--- config.mk ---
export PLATFORM = sky130hd
export DESIGN_NAME = spi_csr_fifo
export DESIGN_NICKNAME = d
export VERILOG_FILES = /design/src/rtl/spi_csr_pkg.sv /design/src/rtl/spi_sync_fifo.sv /design/src/rtl/spi_irq_ctl.sv /design/src/rtl/spi_csr_fifo.sv
export SDC_FILE = /design/constraint.sdc
export NUM_CORES = 1
export LEC_CHECK = 0
export BUFFER_PORTS_ARGS = -buffer_cell sky130_fd_sc_hd__buf_2
export CORE_MARGIN = 2
export CORE_UTILIZATION = 35
export DETAILED_ROUTE_END_ITERATION = 7
export GPL_TIMING_DRIVEN = 0
export HOLD_SLACK_MARGIN = 0.15
export PLACE_DENSITY_LB_ADDON = 0.1
export SYNTH_ARGS = -nofsm -noshare
export SYNTH_HDL_FRONTEND = slang
export SYNTH_SLANG_ARGS = --single-unit
--- constraint.sdc ---
create_clock -name clk_i -period 11.9 [get_ports clk_i]
set_clock_uncertainty 0.15 [all_clocks]
set_input_delay 0.595 -clock clk_i [delete_from_list [all_inputs] [get_ports clk_i]]
set_output_delay 0.595 -clock clk_i [all_outputs]
set_load 0.005 [all_outputs]
--- src/rtl/spi_csr_pkg.sv ---
package spi_csr_pkg;
  localparam int unsigned REG_W     = 32;
  localparam int unsigned NUM_CAUSE = 3;

  // the word index selects the register; the order is the address map
  typedef enum logic [3:0] {
    SEL_CTL  = 4'd0,
    SEL_CKS  = 4'd1,
    SEL_TXW  = 4'd2,
    SEL_RXW  = 4'd3,
    SEL_FPS  = 4'd4,
    SEL_STAT = 4'd5,
    SEL_IEN  = 4'd6,
    SEL_ICLR = 4'd7,
    SEL_FCTL = 4'd8,
    SEL_DATA = 4'd9,
    SEL_NONE = 4'd15
  } reg_sel_e;

  localparam logic [REG_W-1:0] MSK_CTL = 32'h0000_0001;
  localparam logic [REG_W-1:0] MSK_CKS = 32'h0000_70FF;
  localparam logic [REG_W-1:0] MSK_TXW = 32'h0000_3FFF;
  localparam logic [REG_W-1:0] MSK_RXW = 32'h0000_00FF;
  localparam logic [REG_W-1:0] MSK_FPS = 32'h0000_C000;
  localparam logic [REG_W-1:0] MSK_IEN = 32'h0000_0019;
  localparam logic [REG_W-1:0] MSK_THR = 32'h0000_0F0F;

  localparam int unsigned FLUSH_TX_BIT = 12;
  localparam int unsigned FLUSH_RX_BIT = 4;

  // cause vector: [2] tx threshold, [1] rx threshold, [0] rx overrun
  function automatic logic [REG_W-1:0] cause_to_reg(input logic [NUM_CAUSE-1:0] c);
    logic [REG_W-1:0] r;
    r    = '0;
    r[4] = c[2];
    r[3] = c[1];
    r[0] = c[0];
    return r;
  endfunction

  function automatic logic [NUM_CAUSE-1:0] reg_to_cause(input logic [REG_W-1:0] r);
    return {r[4], r[3], r[0]};
  endfunction
endpackage

--- src/rtl/spi_sync_fifo.sv ---
module spi_sync_fifo #(
  parameter int unsigned W     = 32,
  parameter int unsigned DEPTH = 8,
  parameter int unsigned CNT_W = $clog2(DEPTH + 1)
) (
  input  logic             clk_i,
  input  logic             rst_ni,
  input  logic             flush_i,
  input  logic             push_i,
  input  logic [W-1:0]     wdata_i,
  input  logic             pop_i,
  output logic [W-1:0]     rdata_o,
  output logic [CNT_W-1:0] cnt_o,
  output logic [CNT_W-1:0] cnt_nxt_o,
  output logic             push_ok_o,
  output logic             pop_ok_o,
  output logic             full_o,
  output logic             empty_o
);
  localparam int unsigned PTR_W = (DEPTH > 1) ? $clog2(DEPTH) : 1;
  localparam logic [PTR_W-1:0] PTR_LAST = PTR_W'(DEPTH - 1);

  logic [W-1:0]     mem_q [DEPTH];
  logic [PTR_W-1:0] wr_ptr_q, rd_ptr_q;
  logic [CNT_W-1:0] cnt_q;

  assign full_o    = (cnt_q == CNT_W'(DEPTH));
  assign empty_o   = (cnt_q == '0);
  assign push_ok_o = push_i & ~full_o & ~flush_i;
  assign pop_ok_o  = pop_i & ~empty_o & ~flush_i;
  assign cnt_o     = cnt_q;
  assign cnt_nxt_o = flush_i ? '0 : cnt_q + CNT_W'(push_ok_o) - CNT_W'(pop_ok_o);
  assign rdata_o   = empty_o ? '0 : mem_q[rd_ptr_q];

  function automatic logic [PTR_W-1:0] ptr_inc(input logic [PTR_W-1:0] p);
    return (p == PTR_LAST) ? '0 : p + 1'b1;
  endfunction

  always_ff @(posedge clk_i or negedge rst_ni) begin
    if (!rst_ni) begin
      wr_ptr_q <= '0;
      rd_ptr_q <= '0;
      cnt_q    <= '0;
    end else if (flush_i) begin
      wr_ptr_q <= '0;
      rd_ptr_q <= '0;
      cnt_q    <= '0;
    end else begin
      if (push_ok_o) wr_ptr_q <= ptr_inc(wr_ptr_q);
      if (pop_ok_o)  rd_ptr_q <= ptr_inc(rd_ptr_q);
      cnt_q <= cnt_nxt_o;
    end
  end

  always_ff @(posedge clk_i) begin
    if (push_ok_o) mem_q[wr_ptr_q] <= wdata_i;
  end
endmodule

--- src/rtl/spi_irq_ctl.sv ---
module spi_irq_ctl #(
  parameter int unsigned N = 3
) (
  input  logic         clk_i,
  input  logic         rst_ni,
  input  logic [N-1:0] set_i,
  input  logic [N-1:0] clr_i,
  input  logic [N-1:0] en_i,
  output logic [N-1:0] cause_o,
  output logic         irq_o
);
  logic [N-1:0] cause_q;

  for (genvar i = 0; i < N; i++) begin : g_cause
    // a set on the same edge as a clear wins
    always_ff @(posedge clk_i or negedge rst_ni) begin
      if (!rst_ni) cause_q[i] <= 1'b0;
      else         cause_q[i] <= set_i[i] | (cause_q[i] & ~clr_i[i]);
    end
  end

  assign cause_o = cause_q;
  assign irq_o   = |(cause_q & en_i);
endmodule

--- src/rtl/spi_csr_fifo.sv ---
module spi_csr_fifo
  import spi_csr_pkg::*;
#(
  parameter int unsigned ADDR_W = 8,
  parameter int unsigned DATA_W = 32,
  parameter int unsigned DEPTH  = 8
) (
  input  logic              clk_i,
  input  logic              rst_ni,
  input  logic              reg_we_i,
  input  logic              reg_re_i,
  input  logic [ADDR_W-1:0] reg_addr_i,
  input  logic [31:0]       reg_wdata_i,
  output logic [31:0]       reg_rdata_o,
  output logic              irq_o,
  output logic              tx_valid_o,
  output logic [DATA_W-1:0] tx_data_o,
  input  logic              tx_pop_i,
  input  logic              rx_push_i,
  input  logic [DATA_W-1:0] rx_data_i,
  input  logic              eng_busy_i,
  output logic              cfg_en_o,
  output logic [7:0]        cfg_clk_div_o,
  output logic              cfg_cap_fall_o,
  output logic              cfg_clk_idle_o,
  output logic              cfg_clk_dly_o,
  output logic [5:0]        cfg_tx_wlen_o,
  output logic [1:0]        cfg_tx_fmt_o,
  output logic [5:0]        cfg_tx_dlen_o,
  output logic [1:0]        cfg_rx_fmt_o,
  output logic [5:0]        cfg_rx_dlen_o,
  output logic              cfg_fs_pol_o,
  output logic              cfg_fs_start_o,
  output logic [3:0]        cfg_tx_thr_o,
  output logic [3:0]        cfg_rx_thr_o
);
  localparam int unsigned CNT_W = $clog2(DEPTH + 1);
  localparam int unsigned IDX_W = ADDR_W - 2;

  // ---------------- decode ----------------
  logic [IDX_W-1:0] widx;
  reg_sel_e         sel;

  assign widx = reg_addr_i[ADDR_W-1:2];

  always_comb begin
    sel = SEL_NONE;
    if (reg_addr_i[1:0] == 2'b00 && widx <= IDX_W'(9)) sel = reg_sel_e'(widx[3:0]);
  end

  logic data_wr, data_rd, iclr_wr, fctl_wr;
  assign data_wr = reg_we_i && (sel == SEL_DATA);
  assign data_rd = reg_re_i && (sel == SEL_DATA);
  assign iclr_wr = reg_we_i && (sel == SEL_ICLR);
  assign fctl_wr = reg_we_i && (sel == SEL_FCTL);

  // ---------------- config registers ----------------
  logic [REG_W-1:0] ctl_q, cks_q, txw_q, rxw_q, fps_q, ien_q, thr_q;

  always_ff @(posedge clk_i or negedge rst_ni) begin
    if (!rst_ni) begin
      ctl_q <= '0;
      cks_q <= '0;
      txw_q <= '0;
      rxw_q <= '0;
      fps_q <= '0;
      ien_q <= '0;
      thr_q <= '0;
    end else if (reg_we_i) begin
      unique case (sel)
        SEL_CTL:  ctl_q <= reg_wdata_i & MSK_CTL;
        SEL_CKS:  cks_q <= reg_wdata_i & MSK_CKS;
        SEL_TXW:  txw_q <= reg_wdata_i & MSK_TXW;
        SEL_RXW:  rxw_q <= reg_wdata_i & MSK_RXW;
        SEL_FPS:  fps_q <= reg_wdata_i & MSK_FPS;
        SEL_IEN:  ien_q <= reg_wdata_i & MSK_IEN;
        SEL_FCTL: thr_q <= reg_wdata_i & MSK_THR;
        default: ;
      endcase
    end
  end

  // flush commands act one edge after the write
  logic tx_flush_q, rx_flush_q;

  always_ff @(posedge clk_i or negedge rst_ni) begin
    if (!rst_ni) begin
      tx_flush_q <= 1'b0;
      rx_flush_q <= 1'b0;
    end else begin
      tx_flush_q <= fctl_wr && reg_wdata_i[FLUSH_TX_BIT];
      rx_flush_q <= fctl_wr && reg_wdata_i[FLUSH_RX_BIT];
    end
  end

  // ---------------- queues ----------------
  logic [DATA_W-1:0] tx_head, rx_head;
  logic [CNT_W-1:0]  tx_cnt, tx_cnt_nxt, rx_cnt, rx_cnt_nxt;
  logic              tx_push_ok, tx_pop_ok, tx_full, tx_empty;
  logic              rx_push_ok, rx_pop_ok, rx_full, rx_empty;

  spi_sync_fifo #(.W(DATA_W), .DEPTH(DEPTH), .CNT_W(CNT_W)) u_tx_fifo (
    .clk_i     (clk_i),
    .rst_ni    (rst_ni),
    .flush_i   (tx_flush_q),
    .push_i    (data_wr),
    .wdata_i   (reg_wdata_i[DATA_W-1:0]),
    .pop_i     (tx_pop_i),
    .rdata_o   (tx_head),
    .cnt_o     (tx_cnt),
    .cnt_nxt_o (tx_cnt_nxt),
    .push_ok_o (tx_push_ok),
    .pop_ok_o  (tx_pop_ok),
    .full_o    (tx_full),
    .empty_o   (tx_empty)
  );

  spi_sync_fifo #(.W(DATA_W), .DEPTH(DEPTH), .CNT_W(CNT_W)) u_rx_fifo (
    .clk_i     (clk_i),
    .rst_ni    (rst_ni),
    .flush_i   (rx_flush_q),
    .push_i    (rx_push_i),
    .wdata_i   (rx_data_i),
    .pop_i     (data_rd),
    .rdata_o   (rx_head),
    .cnt_o     (rx_cnt),
    .cnt_nxt_o (rx_cnt_nxt),
    .push_ok_o (rx_push_ok),
    .pop_ok_o  (rx_pop_ok),
    .full_o    (rx_full),
    .empty_o   (rx_empty)
  );

  // ---------------- interrupt causes ----------------
  logic                 tx_thr_hit, rx_thr_hit, rx_ovr;
  logic [NUM_CAUSE-1:0] cause_set, cause_clr, cause_en, cause;

  assign tx_thr_hit = tx_pop_ok && (32'(tx_cnt_nxt) <= 32'(thr_q[11:8]));
  assign rx_thr_hit = rx_push_ok && (32'(rx_cnt_nxt) >= 32'(thr_q[3:0]));
  assign rx_ovr     = rx_push_i && rx_full;
  assign cause_set  = {tx_thr_hit, rx_thr_hit, rx_ovr};
  assign cause_clr  = iclr_wr ? reg_to_cause(reg_wdata_i) : '0;
  assign cause_en   = reg_to_cause(ien_q);

  spi_irq_ctl #(.N(NUM_CAUSE)) u_irq (
    .clk_i   (clk_i),
    .rst_ni  (rst_ni),
    .set_i   (cause_set),
    .clr_i   (cause_clr),
    .en_i    (cause_en),
    .cause_o (cause),
    .irq_o   (irq_o)
  );

  // ---------------- read path ----------------
  logic             busy;
  logic [REG_W-1:0] stat_w, rd_mux;

  assign busy   = !tx_empty || eng_busy_i;
  assign stat_w = {24'b0, busy, 1'b0, !tx_full, 4'b0, !rx_empty};

  always_comb begin
    unique case (sel)
      SEL_CTL:  rd_mux = ctl_q;
      SEL_CKS:  rd_mux = cks_q;
      SEL_TXW:  rd_mux = txw_q;
      SEL_RXW:  rd_mux = rxw_q;
      SEL_FPS:  rd_mux = fps_q;
      SEL_STAT: rd_mux = stat_w;
      SEL_IEN:  rd_mux = ien_q;
      SEL_ICLR: rd_mux = cause_to_reg(cause);
      SEL_FCTL: rd_mux = thr_q;
      SEL_DATA: rd_mux = 32'(rx_head);
      default:  rd_mux = '0;
    endcase
  end

  assign reg_rdata_o = reg_re_i ? rd_mux : '0;

  // ---------------- engine side ----------------
  assign tx_valid_o     = !tx_empty;
  assign tx_data_o      = tx_head;
  assign cfg_en_o       = ctl_q[0];
  assign cfg_clk_div_o  = cks_q[7:0];
  assign cfg_cap_fall_o = cks_q[14];
  assign cfg_clk_idle_o = cks_q[13];
  assign cfg_clk_dly_o  = cks_q[12];
  assign cfg_tx_wlen_o  = txw_q[13:8];
  assign cfg_tx_fmt_o   = txw_q[7:6];
  assign cfg_tx_dlen_o  = txw_q[5:0];
  assign cfg_rx_fmt_o   = rxw_q[7:6];
  assign cfg_rx_dlen_o  = rxw_q[5:0];
  assign cfg_fs_pol_o   = fps_q[15];
  assign cfg_fs_start_o = fps_q[14];
  assign cfg_tx_thr_o   = thr_q[11:8];
  assign cfg_rx_thr_o   = thr_q[3:0];
endmodule

# Yosys cells after proc, flatten, opt, wreduce, memory -nomap -nowiden
# Memories as Yosys holds them, arrays and structs flattened.
# Index checks and enable logic that the tools add are counted.
# classes
n_addsub	8
magnitude_cmp	3
eq_ne	15
n_mux	26
bitwise	24
n_reduce_logical	30
# ops
operator	n
32-bit one-hot mux with 10 select lines	1
32-bit 2-to-1 mux	3
3-bit 2-to-1 mux	13
4-bit 2-to-1 mux	5
4-bit by 3-bit equality test with 1-bit output, second input constant	4
4-bit equality test, second input constant	4
2-bit AND reduction	7
3-bit by 1-bit adder with 3-bit output, second input constant	4
3-bit equality test, second input constant	4
4-bit zero test	3
1-bit AND	11
1-bit logical AND	10
1-bit inverter	9
4-bit by 1-bit adder with 4-bit output	2
4-bit by 2-bit equality test with 1-bit output, second input constant	2
2-bit nonzero test	4
4-bit by 1-bit subtractor with 4-bit output	2
6-bit by 4-bit less-or-equal comparator with 1-bit output, second input constant	1
4-bit by 1-bit equality test with 1-bit output, second input constant	1
4-bit >= comparator	1
4-bit less-or-equal comparator	1
1-bit 2-to-1 mux	4
3-bit AND	1
1-bit zero test	3
4 further kinds	6
# word_totals
reg_bits	72
mem_bits_rw	512
inputBits	79
out_inout_bits	110
elab_cells	126
memories	2
# memory_table
memory	depth	word_bits	read_ports	rd_ports_with_merged_regs	write_ports	line_no	source
u_rx_fifo.mem_q	8	32	1	0	1	spi_sync_fifo.sv:23	logic [W-1:0] mem_q [DEPTH];
u_tx_fifo.mem_q	8	32	1	0	1	spi_sync_fifo.sv:23	

# Logic depth before layout (Yosys ltp)
# logic_depth
ltp_word	13
ltp_mapped	19
depth_no_buf	17

# Hierarchy
# From an unflattened synthesis, not the netlist that was laid out.
# hier_totals
cells_unflattened	1195
area_unflattened_um2	23606.4
# modules_own_cells
module	n_inst	cells_each	area_each_um2	seq_area_each_um2
spi_sync_fifo (u_rx_fifo)	1	451	10253.6	7937.6
spi_sync_fifo (u_tx_fifo)	1	451	10251.1	7937.6
spi_csr_fifo	1	282	2977.9	1226.2
spi_irq_ctl	1	11	123.9	75.1

# Worst setup path after synthesis
# OpenSTA, ideal clock, no wires.
# synth_timing
kind	input to register
startpoint	input reg_addr_i[5]
endpoint	memory u_tx_fifo.mem_q[0][0], enable pin
setup_time_ns	0.468
t_arrival_ns	4.362
setup_slack_ns	6.920
cell_stages	7
path_buffers	2
cell_sequence	clkbuf_1 nor2b_1 nand2_1 and4b_1 buf_2 nor3b_1 nor3b_1
# synth_between
elab_chain_cells	9
# synth_lines
item	line_no	source
start: declaration	spi_csr_fifo.sv:12	input logic [ADDR_W-1:0] reg_addr_i,
6-bit by 4-bit less-or-equal comparator with 1-bit output	spi_csr_fifo.sv:48	if (reg_addr_i[1:0] == 2'b00 && widx <= IDX_W'(9)) sel = reg_sel_e'(widx[3:0]);
1-bit logical AND	spi_csr_fifo.sv:48	
4-bit 2-to-1 mux (*)	spi_csr_fifo.sv:48	
4-bit equality test (*)	spi_csr_fifo.sv:52	assign data_wr = reg_we_i && (sel == SEL_DATA);
1-bit logical AND (*)	spi_csr_fifo.sv:52	
1-bit AND (*) (2 in series)	spi_sync_fifo.sv:29	assign push_ok_o = push_i & ~full_o & ~flush_i;
1-bit 2-to-1 mux (*)	spi_sync_fifo.sv:56	if (push_ok_o) mem_q[wr_ptr_q] <= wdata_i;
1-bit 2-to-1 mux (implied by the code) (*)	spi_sync_fifo.sv:56	
end: declaration	spi_sync_fifo.sv:23	
# Mark *: on every way between the ends. The rest lies on a longest branch, timed or not.

# Worst setup path in the final report
# layout_timing
startpoint	register u_rx_fifo.cnt_q[2] (netlist: u_rx_fifo.cnt_o[2])
endpoint	register u_irq.cause_q[1] (netlist: u_irq.cause_o[1])
# layout_between
elab_chain_cells	10
word_cells_on_any_way	14
classes_between	add/sub (2); order compare (1); eq/ne (1); mux (1); bitwise (7); reduce/logical (2)
# layout_lines
item	line_no	source
start: declaration	spi_sync_fifo.sv:25	logic [CNT_W-1:0] cnt_q;
start signal: assignment	spi_sync_fifo.sv:51	cnt_q <= cnt_nxt_o;
4-bit equality test	spi_sync_fifo.sv:27	assign full_o = (cnt_q == CNT_W'(DEPTH));
1-bit inverter	spi_sync_fifo.sv:29	
1-bit AND (2 in series)	spi_sync_fifo.sv:29	
4-bit by 1-bit adder with 4-bit output	spi_sync_fifo.sv:32	assign cnt_nxt_o = flush_i ? '0 : cnt_q + CNT_W'(push_ok_o) - CNT_W'(pop_ok_o);
4-bit by 1-bit subtractor with 4-bit output	spi_sync_fifo.sv:32	
4-bit 2-to-1 mux	spi_sync_fifo.sv:32	
4-bit >= comparator	spi_csr_fifo.sv:139	assign rx_thr_hit = rx_push_ok && (32'(rx_cnt_nxt) >= 32'(thr_q[3:0]));
1-bit logical AND (*)	spi_csr_fifo.sv:139	
1-bit OR (*)	spi_irq_ctl.sv:18	else cause_q[i] <= set_i[i] | (cause_q[i] & ~clr_i[i]);
end signal: indexed assignment	spi_irq_ctl.sv:18	
end: declaration	spi_irq_ctl.sv:12	logic [N-1:0] cause_q;
# Marked as above.
# A chain may end at the register's enable or synchronous reset.

==> qor.yml <==
outcome:
  outcome: "completed"
power:
  p_per_area_nw_per_um2: 195
  ir_drop_uv: 122
  power.leakage_uw: 0.0102
clock_tree:
  clkLatencyLatePin_ns: 0.60
  root_buffer: "clkbuf_16"
  clock_sinks: 584
  post_cts_resized: 0
  htree_levels: 3
  post_cts_buffers: 0
  cts_tree: "built"
  clk_pin_slew_ns: 0.06
  cts-buffers-inserted: 67
  cts_buffer_depth: 3
  cts_hold_buffers: 54
layout:
  stdcell_area_um2: 28900
  nNetsFinal: 1659
  syn2layout_area_growth_pct: 23.1
  final_util_pct: 43.7
  final_cells: 2466
  layout-drive-gt1-share_pct: 34.0
sta:
  relSlewSlack_pct: 26.3
  layout_worst_path_cycle_share_pct: 44.2
  hold_viol: 0
  fin_crit_ns: 5.26
  fin_ws_ns: 6.64
  worst_pin_slew_ns: 1.11
  setup_viol: 0
  fmax_mhz: 190
  rsz0062_at_grt: "false"
  setup_tns_ns: 0
  slew_viol_final: 0
die:
  start_util_pct: 35.5
  die_h_um: 263
  die_w_um: 263
  rows: 94
  core-area_um2: 66100
  die_area_um2: 69200
  ios: 189
hold_path:
  holdCritStartpoint: "reg_wdata_i[11]"
  hold-path-cell-count: 1
  holdPathEnd: "u_tx_fifo.mem_q[5][11]$_DFFE_PP_"
  hp-class: "primary input to flip-flop"
yosys:
  synth_cell_types: 54
  synth_edf_count: 512
  syn-cell-area_um2: 23500
  syn_inst: 1197
  ys_seq_area_share_pct: 73.2
  synthArstFlopShare_pct: 12.3
  syn-num-nets: 1306
  ys_seq_elements: 584
  ys.flop_type: "edfxtp_1"
  avgSynthCellArea_um2: 19.6
  yosysWarnings: 0
placed_design:
  place_congestion: 0.767
  portBuffers: 183
  placed_area_um2: 26200
  dp_cells: 2291
  place_ws_ns: 6.22
  hpwl_um: 42300
critical_path:
  path_buf_inv: 5
  worst-r2r-cell-count: 19
  cp_max_fo: 10
  cpMaxStageDelayCell: "buf_1"
  start_kind: "flip-flop"
  cpMostUsedCell: "ha_1"
  critPathArrivalTime_ns: 5.58
  rr_endpoint: "u_irq.cause_o[1]$_DFF_PN0_"
  crit_cells: 19
  reg2reg_from: "u_rx_fifo.cnt_o[2]$_DFF_PN0_"
  slowest_delay_ns: 0.67
  required_ns: 12.21
  critPathTopFamily: "adder cells"
  rrSetupSlack_ns: 6.64
  end_kind: "flip-flop"
  crit_chain: "inv_1, ha_1, or3b_2, and4_1, clkbuf_1, nand2b_1, buf_2, buf_1, nor2_1, ha_1, inv_1, ha_1, fa_1, nor2b_1, ha_1, a21o_1, a21o_1, a21oi_1, o2bb2ai_1"
  critical_path_class: "flip-flop to flip-flop"
global_route:
  grt_max_degree: 59
  grt_use_total_pct: 17.9
  grt_overflow: 0
  grt_pass1_wl_um: 90000
  grt_pass1_vias: 13200
  antenna_found_initial: 6
detailed_routing:
  post_drt_wl_per_cell_um: 24.9
  drc: 0
  first_pass_iters: 6
  ant_nets: 0
  via_per_inst: 5.00
  vias: 12300
  drt-total-wl_um: 61400
  initialDrtViolationCount: 940
run:
  max_cap_violations: 0
## cell families (layout without fill, tap and decap cells)
group                    count (synthesis)  count (layout)  synth area share, %
AND/OR/NAND/NOR                        175             175                 3.76
AO/OA/AOI/OAI                           64              64                 1.88
flip-flops                             584             584                 73.2
adder cells (fa/ha/maj)                 30              30                 1.66
other                                    0               2                    0
multiplexers                           251             251                 17.9
XOR/XNOR                                 4               4                0.149
buffers and inverters                   89             492                 1.53
## layer usage
layer | vias to the layer above | track usage (%) | share of wire (%)
met5 | - | 0 | 0.060
met1 | 6427 | 22.5 | 42
met4 | 6 | 5.03 | 2.2
met3 | 95 | 4.07 | 5.2
met2 | 271 | 30.9 | 51
li1 | 5534 | - | -
## report_power, final
| group | switching (uW) | total, uW | internal [uW] |
|---|---|---|---|
| registers | 56.7 | 2460 | 2400 |
| logic | 632 | 1170 | 534 |
| clock network | 821 | 2010 | 1190 |
## worst max-delay path by stage
stage / endpoint / slack (ns) / from
floorplan: u_tx_fifo.mem_q[0][0]$_DFFE_PP_ / 6.92 / reg_addr_i[5]
global placement: u_rx_fifo.mem_q[0][18]$_DFFE_PP_ / 2.57 / rx_push_i
detailed placement: u_irq.cause_o[1]$_DFF_PN0_ / 6.22 / reg_addr_i[1]
CTS: u_irq.cause_o[1]$_DFF_PN0_ / 6.59 / u_rx_fifo.cnt_o[2]$_DFF_PN0_
global route: u_irq.cause_o[1]$_DFF_PN0_ / 6.34 / u_rx_fifo.cnt_o[2]$_DFF_PN0_
finish: u_irq.cause_o[1]$_DFF_PN0_ / 6.64 / u_rx_fifo.cnt_o[2]$_DFF_PN0_
## layout by cell type (no fill, tap or decap), drive strengths merged, types with 4 or more instances in the layout
cell,instances
nor2,83
mux4,129
a31oi,4
dfrtp,72
nor3,11
inv,29
a22o,5
clkbuf,123
nand3,8
mux2,53
ha,28
a21o,4
bufinv,4
a21oi,11
nor4,4
xnor2,4
o32ai,4
nor2b,9
o21ai,11
a22oi,9
edfxtp,512
nand2b,8
o22ai,5
mux2i,69
nor3b,6
dlygate4sd3,54
nand2,25
buf,258
clkinv,21
## metrics by stage
| stage | hold WS [ns] | total power (uW) |
|---|---|---|
| after floorplan | 0.149 | 3210 |
| after global placement | 0.340 | 3640 |
| after detailed placement | 0.332 | 3690 |
| after CTS | 0.156 | 5730 |
| after global routing | 0.181 | 5920 |
| final | 0.181 | 5640 |
## cells in the mapped netlist (all sizes together), types with 5 or more instances
master	count	area [um2]
edfxtp	512	15400
mux4	129	2910
a21oi	11	55.1
nor2	83	312
mux2	53	597
nand3	8	57.6
mux2i	69	691
ha	28	350
nand2b	8	50.1
nor3b	6	45.0
buf	28	130
inv	25	93.8
o21ai	11	55.1
a22o	5	43.8
dfrtp	72	1800
a22oi	9	67.6
clkbuf	36	135
nor3	11	66.3
nor2b	9	56.3
nand2	25	93.8
o22ai	5	31.3
## layout make-up
cell class | count | area, um2
Inverter | 25 | 93.8
Sequential cell | 584 | 17200
Multi-Input combinational cell | 524 | 6030
Clock inverter | 32 | 298
Fill cell | 5928 | 37200
Buffer | 64 | 265
Clock buffer | 87 | 1860
Tap cell | 864 | 1080
Antenna cell | 2 | 5.00
Timing Repair Buffer | 284 | 2090
## state kept, by name (all words and copies together) (netlist names), 3 cells and up
register            cells
cks_q                  11
ien_q                   3
rxw_q                   8
thr_q                   8
txw_q                  14
u_irq.cause_o           3
u_rx_fifo.cnt_o         4
u_rx_fifo.mem_q       256
u_rx_fifo.rd_ptr_q      3
u_rx_fifo.wr_ptr_q      3
u_tx_fifo.cnt_o         4
u_tx_fifo.mem_q       256
u_tx_fifo.rd_ptr_q      3
u_tx_fifo.wr_ptr_q      3
## worst register-to-register path: stages, from the launching register on
cell and delay, ns:
dfrtp_1 0.36, inv_1 0.10, ha_1 0.15, or3b_2 0.50, and4_1 0.22, clkbuf_1 0.23
nand2b_1 0.29, buf_2 0.33, buf_1 0.68, nor2_1 0.10, ha_1 0.30, inv_1 0.04
ha_1 0.21, fa_1 0.50, nor2b_1 0.18, ha_1 0.25, a21o_1 0.16, a21o_1 0.18
a21oi_1 0.14, o2bb2ai_1 0.07
(Power assumes the default switching activity.)
